==> src/rtl/supv_pkg.sv <==
package supv_pkg;

  typedef enum logic [1:0] {
    ST_HOLD  = 2'd0,
    ST_PULSE = 2'd1,
    ST_RUN   = 2'd2
  } supv_state_e;

  // strobes from control to datapath
  typedef struct packed {
    logic loadPulse;
    logic stepPulse;
    logic takeLevel;
  } supv_strobe_t;

  // conditions from datapath to control
  typedef struct packed {
    logic supplyGood;
    logic manLevel;
    logic manSettled;
    logic pulseLast;
  } supv_status_t;

endpackage

==> src/rtl/supv_sync.sv <==
module supv_sync #(
  parameter int   STAGES    = 2,
  parameter logic RESET_VAL = 1'b0
) (
  input  logic clk,
  input  logic porN,
  input  logic din,
  output logic dout
);

  logic chain [STAGES];

  for (genvar i = 0; i < STAGES; i++) begin : g_stage
    if (i == 0) begin : g_first
      always_ff @(posedge clk or negedge porN) begin
        if (!porN) chain[i] <= RESET_VAL;
        else       chain[i] <= din;
      end
    end else begin : g_next
      always_ff @(posedge clk or negedge porN) begin
        if (!porN) chain[i] <= RESET_VAL;
        else       chain[i] <= chain[i-1];
      end
    end
  end

  assign dout = chain[STAGES-1];

endmodule

==> src/rtl/supv_datapath.sv <==
module supv_datapath
  import supv_pkg::*;
#(
  parameter int PULSE_CYCLES    = 25_000_000,
  parameter int DEBOUNCE_CYCLES = 2_500_000,
  parameter int SYNC_STAGES     = 2
) (
  input  logic         clk,
  input  logic         porN,
  input  logic         manualN,
  input  logic         supplyOk,
  input  supv_strobe_t strobe,
  output supv_status_t status
);

  localparam int PULSE_W = $clog2(PULSE_CYCLES + 1);
  localparam int DEB_W   = $clog2(DEBOUNCE_CYCLES + 1);
  localparam logic [PULSE_W-1:0] PULSE_FULL = PULSE_W'(PULSE_CYCLES);
  localparam logic [DEB_W-1:0]   DEB_LAST   = DEB_W'(DEBOUNCE_CYCLES - 1);

  logic manSync;
  logic supSync;

  // button idles high, supply assumed bad until proven good
  supv_sync #(.STAGES(SYNC_STAGES), .RESET_VAL(1'b1)) u_syncMan (
    .clk  (clk),
    .porN (porN),
    .din  (manualN),
    .dout (manSync)
  );

  supv_sync #(.STAGES(SYNC_STAGES), .RESET_VAL(1'b0)) u_syncSup (
    .clk  (clk),
    .porN (porN),
    .din  (supplyOk),
    .dout (supSync)
  );

  // debounce: count cycles the synchronized input disagrees with the held level
  logic [DEB_W-1:0] debCnt;
  logic             debLevel;
  logic             debDiffers;

  assign debDiffers = (manSync != debLevel);

  always_ff @(posedge clk or negedge porN) begin
    if (!porN) begin
      debCnt   <= '0;
      debLevel <= 1'b1;
    end else if (strobe.takeLevel) begin
      debCnt   <= '0;
      debLevel <= manSync;
    end else if (!debDiffers) begin
      debCnt   <= '0;
    end else begin
      debCnt   <= debCnt + DEB_W'(1);
    end
  end

  // pulse-width down counter
  logic [PULSE_W-1:0] pulseCnt;

  always_ff @(posedge clk or negedge porN) begin
    if (!porN) begin
      pulseCnt <= PULSE_FULL;
    end else if (strobe.loadPulse) begin
      pulseCnt <= PULSE_FULL;
    end else if (strobe.stepPulse && (pulseCnt != '0)) begin
      pulseCnt <= pulseCnt - PULSE_W'(1);
    end
  end

  always_comb begin
    status.supplyGood = supSync;
    status.manLevel   = debLevel;
    status.manSettled = debDiffers && (debCnt == DEB_LAST);
    status.pulseLast  = (pulseCnt <= PULSE_W'(1));
  end

endmodule

==> src/rtl/supv_control.sv <==
module supv_control
  import supv_pkg::*;
(
  input  logic         clk,
  input  logic         porN,
  input  supv_status_t status,
  output supv_strobe_t strobe,
  output logic         rstLowQ,
  output logic         rstHighQ
);

  supv_state_e state;
  supv_state_e nextState;
  logic        manTrig;

  // accepted change while the held level is high is a falling edge
  assign manTrig = status.manSettled && status.manLevel;

  always_comb begin
    nextState        = state;
    strobe.loadPulse = 1'b0;
    strobe.stepPulse = 1'b0;
    strobe.takeLevel = status.manSettled;
    if (!status.supplyGood) begin
      nextState        = ST_HOLD;
      strobe.loadPulse = 1'b1;
    end else begin
      unique case (state)
        ST_HOLD: begin
          nextState        = ST_PULSE;
          strobe.loadPulse = 1'b1;
        end
        ST_PULSE: begin
          if (manTrig) begin
            strobe.loadPulse = 1'b1;
          end else if (status.pulseLast) begin
            nextState = ST_RUN;
          end else begin
            strobe.stepPulse = 1'b1;
          end
        end
        ST_RUN: begin
          if (manTrig) begin
            nextState        = ST_PULSE;
            strobe.loadPulse = 1'b1;
          end
        end
        default: begin
          nextState        = ST_HOLD;
          strobe.loadPulse = 1'b1;
        end
      endcase
    end
  end

  always_ff @(posedge clk or negedge porN) begin
    if (!porN) begin
      state    <= ST_HOLD;
      rstLowQ  <= 1'b0;
      rstHighQ <= 1'b1;
    end else begin
      state    <= nextState;
      rstLowQ  <= (nextState == ST_RUN);
      rstHighQ <= (nextState != ST_RUN);
    end
  end

endmodule

==> src/rtl/supv_reset.sv <==
module supv_reset
  import supv_pkg::*;
#(
  parameter int PULSE_CYCLES    = 25_000_000,
  parameter int DEBOUNCE_CYCLES = 2_500_000,
  parameter int SYNC_STAGES     = 2
) (
  input  logic clk,
  input  logic porN,
  input  logic manualN,
  input  logic supplyOk,
  output logic resetN,
  output logic resetHi
);

  supv_strobe_t strobe;
  supv_status_t status;

  supv_datapath #(
    .PULSE_CYCLES    (PULSE_CYCLES),
    .DEBOUNCE_CYCLES (DEBOUNCE_CYCLES),
    .SYNC_STAGES     (SYNC_STAGES)
  ) u_datapath (
    .clk      (clk),
    .porN     (porN),
    .manualN  (manualN),
    .supplyOk (supplyOk),
    .strobe   (strobe),
    .status   (status)
  );

  supv_control u_control (
    .clk      (clk),
    .porN     (porN),
    .status   (status),
    .strobe   (strobe),
    .rstLowQ  (resetN),
    .rstHighQ (resetHi)
  );

endmodule

==> config.mk <==
export PLATFORM = sky130hd
export DESIGN_NAME = supv_reset
export DESIGN_NICKNAME = d
export VERILOG_FILES = /design/src/rtl/supv_pkg.sv /design/src/rtl/supv_sync.sv /design/src/rtl/supv_datapath.sv /design/src/rtl/supv_control.sv /design/src/rtl/supv_reset.sv
export SDC_FILE = /design/constraint.sdc
export NUM_CORES = 1
export LEC_CHECK = 0
export BUFFER_PORTS_ARGS = -buffer_cell sky130_fd_sc_hd__buf_4
export CAP_MARGIN = 5
export CORE_AREA = 2 2 83 85
export DETAILED_ROUTE_END_ITERATION = 16
export DIE_AREA = 0 0 85 87
export MAX_ROUTING_LAYER = met4
export PLACE_DENSITY = 0.67
export SYNTH_ARGS = -nofsm -noshare
export SYNTH_HDL_FRONTEND = slang
export SYNTH_SLANG_ARGS = --single-unit
==> constraint.sdc <==
create_clock -name clk -period 2.5 [get_ports clk]
set_input_delay 0.25 -clock clk [delete_from_list [all_inputs] [get_ports clk]]
set_output_delay 0.25 -clock clk [all_outputs]
set_load 0.02 [all_outputs]
==> Yosys cells after proc, flatten, opt, wreduce, memory -nomap -nowiden <==
Cells that the tools add are included.
{ "word_totals": {"ff_bits": 56, "in_bits": 4, "output_inout_bits": 2, "wordCells": 42} }
{ "op_classes": {"add_sub_neg": 2, "order_cmp": 1, "eq_ne": 6, "muxes": 16, "reduce_logical": 7} }
{ "ops": {"columns": ["op", "n"], "rows": [
  ["2-to-1 mux 25 bit", 2],
  ["2-to-1 mux 22 bit", 2],
  ["less-or-equal comparator 25 x 1 -> 1 bit, second input constant", 1],
  ["nonzero test 25 bit", 1],
  ["subtractor 25 x 1 -> 25 bit, second input constant", 1],
  ["adder 22 x 1 -> 22 bit, second input constant", 1],
  ["equality test 22 bit, second input constant", 1],
  ["2-to-1 mux 2 bit", 4],
  ["2-to-1 mux 1 bit", 7],
  ["one-hot mux 2 bit (3 select lines)", 1],
  ["equality test 2 bit, second input constant", 2],
  ["logical AND 1 bit", 3],
  ["equality test 2 x 1 -> 1 bit, second input constant", 1],
  ["zero test 2 bit", 1],
  ["!= test 2 bit, second input constant", 1],
  ["nonzero test 2 bit", 1],
  ["OR reduction 2 bit", 1],
  ["!= test 1 bit", 1]
]} }

==> Depth between registers and ports, before layout <==
Gate-level depths: netlist (run 1).
{ "depth": {"ltp_word": 9, "depth_mapped": 9, "depth_no_buf": 7} }

==> Cells and area by module <==
Synthesis (run 1) repeated with hierarchy kept, for this count alone.
{ "hier_totals": {"cells_unflattened": 309, "hier_area_um2": 3015.4} }
{ "modules_own_cells": {"columns": ["mod", "n_inst", "cells_each", "area_per_inst_um2", "seq_area_each_um2"], "rows": [
  ["supv_datapath", 1, 276, 2628.8, 1217.4],
  ["supv_control", 1, 29, 284.0, 101.3],
  ["supv_sync (u_datapath.u_syncMan)", 1, 2, 52.6, 52.6],
  ["supv_sync (u_datapath.u_syncSup)", 1, 2, 50.0, 50.0]
]} }

==> Worst setup path before layout (run 1) <==
No wires, ideal clock.
{ "synth_path": {"path_type": "flip-flop to flip-flop", "start": "register u_control.state[1]", "end": "register u_datapath.pulseCnt[23]", "setup_ps": 79, "arrival_ps": 1960, "t_required_ps": 2421, "setup_slack_ps": 460, "stages_incl_launch_ff": 8, "path_buffers": 0, "synth_period_minus_slack_ps": 2040, "path_cell_list": "dfrtp_1 > inv_1 > ha_1 > or3b_2 > nor4_4 > o21ai_2 > nor4_1 > mux2i_1"} }
{ "synth_between": {"elab_chain_len": 5, "word_cells_on_any_way": 10, "classes_between": "2 x eq/ne; 5 x mux; 3 x reduce/logical"} }
{ "synth_rtl": {"columns": ["element", "line", "source"], "rows": [
  ["from (decl)", "supv_control.sv:12", "supv_state_e state;"],
  ["from (signal assigned)", "supv_control.sv:62", "state <= nextState;"],
  ["equality test 2 x 1 -> 1 bit / equality test 2 bit (equally long branches)", "supv_control.sv:28", "unique case (state)"],
  ["OR reduction 2 bit (no source line) / 2-to-1 mux 1 bit (equally long branches)", null, null],
  ["2-to-1 mux 1 bit (on tied branches)", null, null],
  ["2-to-1 mux 1 bit / logical AND 1 bit (equally long branches)", "supv_control.sv:24, supv_datapath.sv:68", null],
  ["2-to-1 mux 25 bit / nonzero test 2 bit (equally long branches)", null, null],
  ["to (signal assigned)", "supv_datapath.sv:69", "pulseCnt <= pulseCnt - PULSE_W'(1);"],
  ["to (decl)", "supv_datapath.sv:61", "logic [PULSE_W-1:0] pulseCnt;"]
]} }
Several ways; a longest one is shown, not always the timed one.
A chain may end at the register's enable or synchronous reset.

==> Worst setup path in the final report (run 1) <==
Same ends and word-level chain as after synthesis.

==> metrics.txt, run 1 <==
peak supply drop 0.000282 V; starting density of the core 47.7%; Commonest cells post-synth dfrtp_1 (40), nor2_1 (38), nand3_1 (22), dfstp_2 (16), nand2_1 (16); Synth async-reset ratio 100%; synthesized area roughly 0.0031 mm2; Util after Layout between 50 and 60%; Hold Fails Final Rpt 40; busiest grt layer met2; critical path arrival between 2000 and 3000 ps; Max clock buf depth 2; Post-DP Area 0.00332 mm2; crit path capture type flip-flop; final period utilization just over 90%; Worst-Margin Slew about 690 ps; worst skew pair latency 310 ps; final worst slack between 150 and 200 ps; Die Y-Extent 87 um; Syn Inst Count 327; max-slew violation count 0; Routed WL per cell about 15 um; Final GP Congestion 0.812; IO Count 6; final cell count without fillers roughly 420; syn_area_per_cell 9.58 um2; DRC Markers 0; flop and latch count out of synthesis 56; die area roughly 0.0074 mm2; gr usage total 19.5%; grt met2 use 33.0%; Final Cell Area 0.00346 mm2; DRT iter0 DRCs 195; Root Buffer clkbuf_8; Layout area overhead 10.5%; Synth Warn # 0; CTS tree done; EDFF count, synth 0; initial antenna violation count 0; worst hold slack -21.2 ps; Max Cap Viol 0; Synth cell types 53; post-DP HPWL approximately 4500 um; power per cell area around 500 mW/mm2; met1 Track Usage GR approximately 24%; crit path time final between 2000 and 2500 ps; Req. time, crit path 2730 ps; Synth area leaders dfrtp_1 (32%), dfstp_2 (13%), nor2_1 (4.6%); CTS H-tree lvls 2; predominant post-synthesis flop cell dfrtp_1; layout cells sized above 1 between 10% and 20%; row cnt 30; total chip power approximately 1.8 mW; fmax approximately 430 MHz; most frequent cell after synthesis dfrtp_1; Seq/Total Area, Yosys 45.3%; Syn Nets 339; Antenna Cells 0; number of vias per cell slightly below 6; Filler cells 599; worst reg2reg path startpoint u_control.state[1]$_DFF_PN0_; Worst Skew 10.6 ps; Startpoint Class flip-flop; flop2flop setup slack 200 ps; M3 GR Usage 3.22%; CTS Buf Count 5; crit-path max FO 9; # port buffers 5; core region area 0.00657 mm2; first-pass GRT wire length 11,300 um; Worst Path Class, Setup flip-flop to flip-flop; Post-Route Setup TNS 0 ps; # setup viols final 0; min-delay worst type input port to asynchronous set/reset pin; Clock transition at path regs about 100 ps; Die X 85 um; failing checks negative hold slack; Worst slew margin between 50% and 60%; Total Wirelength 6420 um; Via Count 2,478; largest net degree at the start of global routing 57; pre-CTS setup slack 208 ps; worst reg2reg path endpoint u_datapath.pulseCnt[23]$_DFFE_PN0P_; RSZ-0062 raised after global routing no; outcome finished, violations left; crit path from u_control.state[1]$_DFF_PN0_; reg2reg path depth 7; cts hold-fix bufs 0; final antenna-violating net count 0; LEAKAGE 1.40 nW; number of global-route vias before repair 2,402; post-synth top area cell dfrtp_1; clk sinks 56; Post-Place Cells 415; Overflow after GRT 0; DRT Pass-1 Iters 4; top cell type's share of synthesized area 31.9%; Final nets 354
==> power breakdown <==
group	total (mW)	internal (mW)	switching [mW]	leakage, nW
combinational	0.149	0.0502	0.0990	0.622
clock	0.694	0.400	0.294	0.0654
sequential	0.937	0.922	0.0153	0.717
==> registers in the layout (all words and copies together), names as in the netlist <==
name                        flops
u_control.rstLowQ               1
u_datapath.pulseCnt            25
u_datapath.u_syncSup.chain      1
u_datapath.u_syncSup.dout       1
u_datapath.debLevel             1
u_control.rstHighQ              1
u_control.state                 2
u_datapath.u_syncMan.dout       1
u_datapath.debCnt              22
u_datapath.u_syncMan.chain      1
==> cells by family (layout without fill, tap and decap cells) <==
| kind of cell | count (synthesis) | after routing | synth area share, % |
|---|---|---|---|
| AND/OR/NAND/NOR | 156 | 156 | 29.1 |
| AO/OA/AOI/OAI | 59 | 59 | 12.0 |
| flip-flops | 56 | 56 | 45.3 |
| buffers and inverters | 22 | 38 | 2.91 |
| XOR/XNOR | 21 | 21 | 5.87 |
| adder cells (fa/ha/maj) | 8 | 8 | 3.19 |
| multiplexers | 5 | 5 | 1.64 |
==> how the worst max path moves through the flow <==
stage / cells after the start / slack, ps / endpoint
finish: 7 / 200 / u_datapath.pulseCnt[23]$_DFFE_PN0P_
global route: 7 / 40 / u_datapath.pulseCnt[23]$_DFFE_PN0P_
CTS: 7 / 180 / u_datapath.pulseCnt[23]$_DFFE_PN0P_
detailed placement: 7 / 210 / u_datapath.pulseCnt[23]$_DFFE_PN0P_
global placement: 7 / 330 / u_datapath.pulseCnt[23]$_DFFE_PN0P_
floorplan: 7 / 460 / u_datapath.pulseCnt[23]$_DFFE_PN0P_
==> critical path: stages, from the launching register on <==
cell     delay, ps
dfrtp_1        450
inv_1          120
ha_1           240
or3b_2         490
nor4_4         180
o21ai_2        190
nor4_2         300
mux2i_1        240
==> routing by layer <==
layer  part of all wire [%]  wire [um]  vias up
li1                       -          -     1240
met1                     47       3030     1209
met2                     50       3180       24
met3                    2.1        135        5
met4                    1.1         69        0
met5                      0          0        -
==> what timing repair did <==
action                     in CTS  in global routing
resized for setup               0                  1
setup endpoints to repair       0                  1
setup buffers                   0                  0
==> cell usage in the layout (no fill, tap or decap), drive strengths merged, types with 5 or more instances in the layout <==
| cell type | Yosys | routed |
|---|---|---|
| dfrtp | 40 | 40 |
| nor2 | 38 | 38 |
| nand3 | 22 | 22 |
| buf | 6 | 18 |
| o21ai | 17 | 17 |
| nand2 | 16 | 16 |
| dfstp | 16 | 16 |
| xor2 | 15 | 15 |
| a21oi | 14 | 14 |
| inv | 12 | 12 |
| nand4 | 12 | 12 |
| nor4 | 11 | 11 |
| nor3 | 9 | 9 |
| or3 | 9 | 9 |
| ha | 8 | 8 |
| or4 | 8 | 8 |
| xnor2 | 6 | 6 |
| o31ai | 6 | 6 |
| clkbuf | 4 | 6 |
| and3 | 5 | 5 |
| o211ai | 5 | 5 |
| nand2b | 5 | 5 |
| and4 | 5 | 5 |
==> area by class of cell <==
| type | count | area (um2) | share of cell area, % |
|---|---|---|---|
| clock buffers | 6 | 72.6 | 2.10 |
| clock inverters | 2 | 60.1 | 1.73 |
| inverters | 12 | 45.0 | 1.30 |
| multi-input cells | 249 | 1630 | 47.0 |
| flip-flops and latches | 56 | 1420 | 41.1 |
| well taps | 80 | 100 | 2.89 |
| repair buffers | 18 | 135 | 3.90 |
No activity file was read; power rests on OpenSTA's default activity.
==> inputs of run 2 (changes only) <==
- CORE_AREA: 2 2 83 85 -> 2 2 82 84
- DIE_AREA: 0 0 85 87 -> 0 0 84 86
- PLACE_DENSITY: 0.67 -> 0.66
- SYNTH_HIERARCHICAL: not set -> 1
==> run 2 against run 1 <==
Against the previous run: the flow finishes with violations (negative setup slack); count of clock-buffer cells in the layout decreased by 1; area after synthesis down 3.8%; clock power down 24%; flip-flop and latch count stayed put; first-iteration DRC count fell by 36%; wire length grew 2.9%; worst hold slack better by 49 ps; register-to-register slack worse by 350 ps; largest cell class unchanged; largest power group unchanged.
==> metrics.txt, run 2 <==
# port buffers 5; synthesized area roughly 0.0030 mm2; CTS tree done; crit path capture type flip-flop; commonest non-fill, non-tap cell in the layout buf_4; fmax 378 MHz; post-synth top area cell dfrtp_1; flop and latch count out of synthesis 56; Max Cap Viol 0; largest net degree at the start of global routing 57; Root Buffer clkbuf_8; crit-path max FO 4; final period utilization 106%; top cell type's share of synthesized area 33.2%; peak supply drop 0.000259 V; syn_area_per_cell 9.76 um2; # setup viols final 16; Filler cells 523; layout cells sized above 1 between 30 and 40%; Final nets approximately 400; DRT iter0 DRCs about 130; Worst-Margin Slew about 700 ps; Util after Layout 62.0%; starting density of the core 48.0%; Worst Skew 9.21 ps; worst skew pair latency 320 ps; number of vias per cell 5.37; Post-Place Cells 446; crit-path most repeated cell nor3_2; Synth cell types 50; Synth area leaders dfrtp_1 (33%), dfstp_2 (14%), xor2_1 (7.8%); Worst Path Class, Setup flip-flop to flip-flop; pre-CTS setup slack -213 ps; Largest Register u_datapath/pulseCnt; final worst slack -146 ps; Hold Fails Final Rpt 0; CP cell instances or4_4, nor4_4, nand2_1, nor3_2, and4b_1, or3b_4, nor4_2, o21ai_2, nor3_2, or3b_1; Die X 84 um; critical path arrival 2890 ps; gr usage total 20.3%; EDFF count, synth 0; main combinational cell family by area after synthesis simple AND/OR/NAND/NOR gates; DRT Pass-1 Iters 4; min-delay worst type input port to flip-flop; Startpoint Class flip-flop; row cnt 29; initial antenna violation count 0; most frequent cell after synthesis nor2_1; DRC Markers 0; CTS H-tree lvls 2; area share of xor/xnor cells in the synthesized design 9.59%; CP max stage cell or4_4; Die Y-Extent about 86 um; outcome finished, violations left; number of global-route vias before repair 2,477; Total Wirelength ~6600 um; Synth Warn # 6; Layout area overhead 29.0%; LEAKAGE between 1.5 and 2 nW; Seq/Total Area, Yosys between 40% and 50%; Clock transition at path regs between 100 and 150 ps; adder-cell share of the synthesized area around 3.3%; Antenna Cells 0; Routed WL per cell 14.1 um; core region area between 0.006 and 0.007 mm2; predominant post-synthesis flop cell dfrtp_1; Synth async-reset ratio 100%; max-slew violation count 0; Overflow after GRT 0; Post-Route Setup TNS -1520 ps; area fraction in compound gates after synthesis 7.59%; Max clock buf depth 2; Req. time, crit path between 2000 and 3000 ps; max reg flops 25; post-DP HPWL 4430 um; Final GP Congestion roughly 0.90; Largest regs u_datapath/pulseCnt (25), u_datapath/debCnt (22), u_control/state (2); Via Count 2,514; power per cell area 429 mW/mm2; Syn Nets 321; IO Count 6; clk sinks 56; CTS Buf Count 5; final cell count without fillers 468; first-pass GRT wire length 11,500 um; Worst slew margin 53.4%; delay of the slowest critical-path stage 580 ps; failing checks negative setup slack; most frequent cells in the layout buf_4 (87), nor2_1 (46), dfrtp_1 (40); die area 0.00722 mm2; Commonest cells post-synth nor2_1 (47), dfrtp_1 (40), xor2_1 (27), nand3_1 (18), dfstp_2 (16); crit path time final 2650 ps; multiplexer share of the synthesized area less than 1%; RSZ-0062 raised after global routing yes; Syn Inst Count 309; area fraction in and, or, nand and nor cells after synthesis 28.0%; final antenna-violating net count 0
==> run 2: changes by cell type after synthesis, sizes merged, moves of 4 or more <==
cell    delta
clkbuf     +5
a21oi      -6
or3b       +4
xor2      +12
inv        -5
nor2      +10
==> run 2: path summary, 6_finish.rpt <==
check                                                             start                                      end  slack [ps]  depth (start not counted)
worst max-delay path                u_datapath/pulseCnt[17]$_DFFE_PN0P_      u_datapath/pulseCnt[13]$_DFFE_PN1P_        -150                         10
worst min-delay path                                            manualN  u_datapath/u_syncMan/chain[1]$_DFF_PN1_          30                          1
worst max register to register      u_datapath/pulseCnt[17]$_DFFE_PN0P_      u_datapath/pulseCnt[13]$_DFFE_PN1P_        -150                         10
worst min register to register  u_datapath/u_syncSup/chain[1]$_DFF_PN0_      u_datapath/u_syncSup/dout$_DFF_PN0_         360                          0
max in group asynchronous                                          porN      u_datapath/pulseCnt[10]$_DFFE_PN0P_        1520                          2
min in group asynchronous                                          porN          u_datapath/debCnt[15]$_DFF_PN0_         500                          2
==> run 2: timing repair <==
item | in CTS | in global routing
setup endpoints to repair | 21 | 22
pin swaps | 5 | 10
setup buffers | 11 | 3
resized for setup | 5 | 12
hold buffers | 1 | 0
hold endpoints to repair | 17 | 0
==> run 2: cell families after synthesis <==
group,after synthesis
compound gates,35
xor+xnor,33
fa+ha+maj,8
buf+inv,22
flops,56
mux,2
simple gates,153
==> run 2: layout make-up <==
cell class,instances,area (um2),share of cell area (%)
Multi-Input combinational cell,231,1570,40.3
Sequential cell,56,1420,36.5
Timing Repair Buffer,89,683,17.6
Tap cell,77,96.3,2.48
Clock buffer,5,68.8,1.77
Clock inverter,3,27.5,0.707
Inverter,7,26.3,0.675
==> run 2: power breakdown <==
part	switching [mW]	leakage, nW	internal [mW]
clock	0.318	0.0463	0.206
sequential	0.00854	0.718	0.922
combinational	0.119	0.878	0.0952
==> run 2: critical path, delay by kind of cell, from the launching register on <==
| family | cells | cell delay, ps |
|---|---|---|
| AOI/OAI and AO/OA | 1 | 80 |
| DFF | 1 | 430 |
| and+or+nand+nor | 9 | 2080 |
==> run 2: metrics by stage <==
step / hold WS [ps] / cell area, um2 / total power [mW]
final: 28.2 / 3890 / 1.67
after global routing: 4.55 / 3890 / 1.76
after CTS: 14.2 / 3820 / 1.68
after detailed placement: 336 / 3620 / 1.15
after global placement: 341 / 3620 / 1.14
after floorplan: -45.6 / 3060 / 1.06
==> run 2: layer usage <==
layer  GRT usage, %  part of all wire (%)  vias up
met5              -                     0        -
met4           5.87                   1.2        0
met3           3.18                   3.1        8
met2           32.9                    49       36
li1               -                     -     1252
met1           26.7                    47     1218
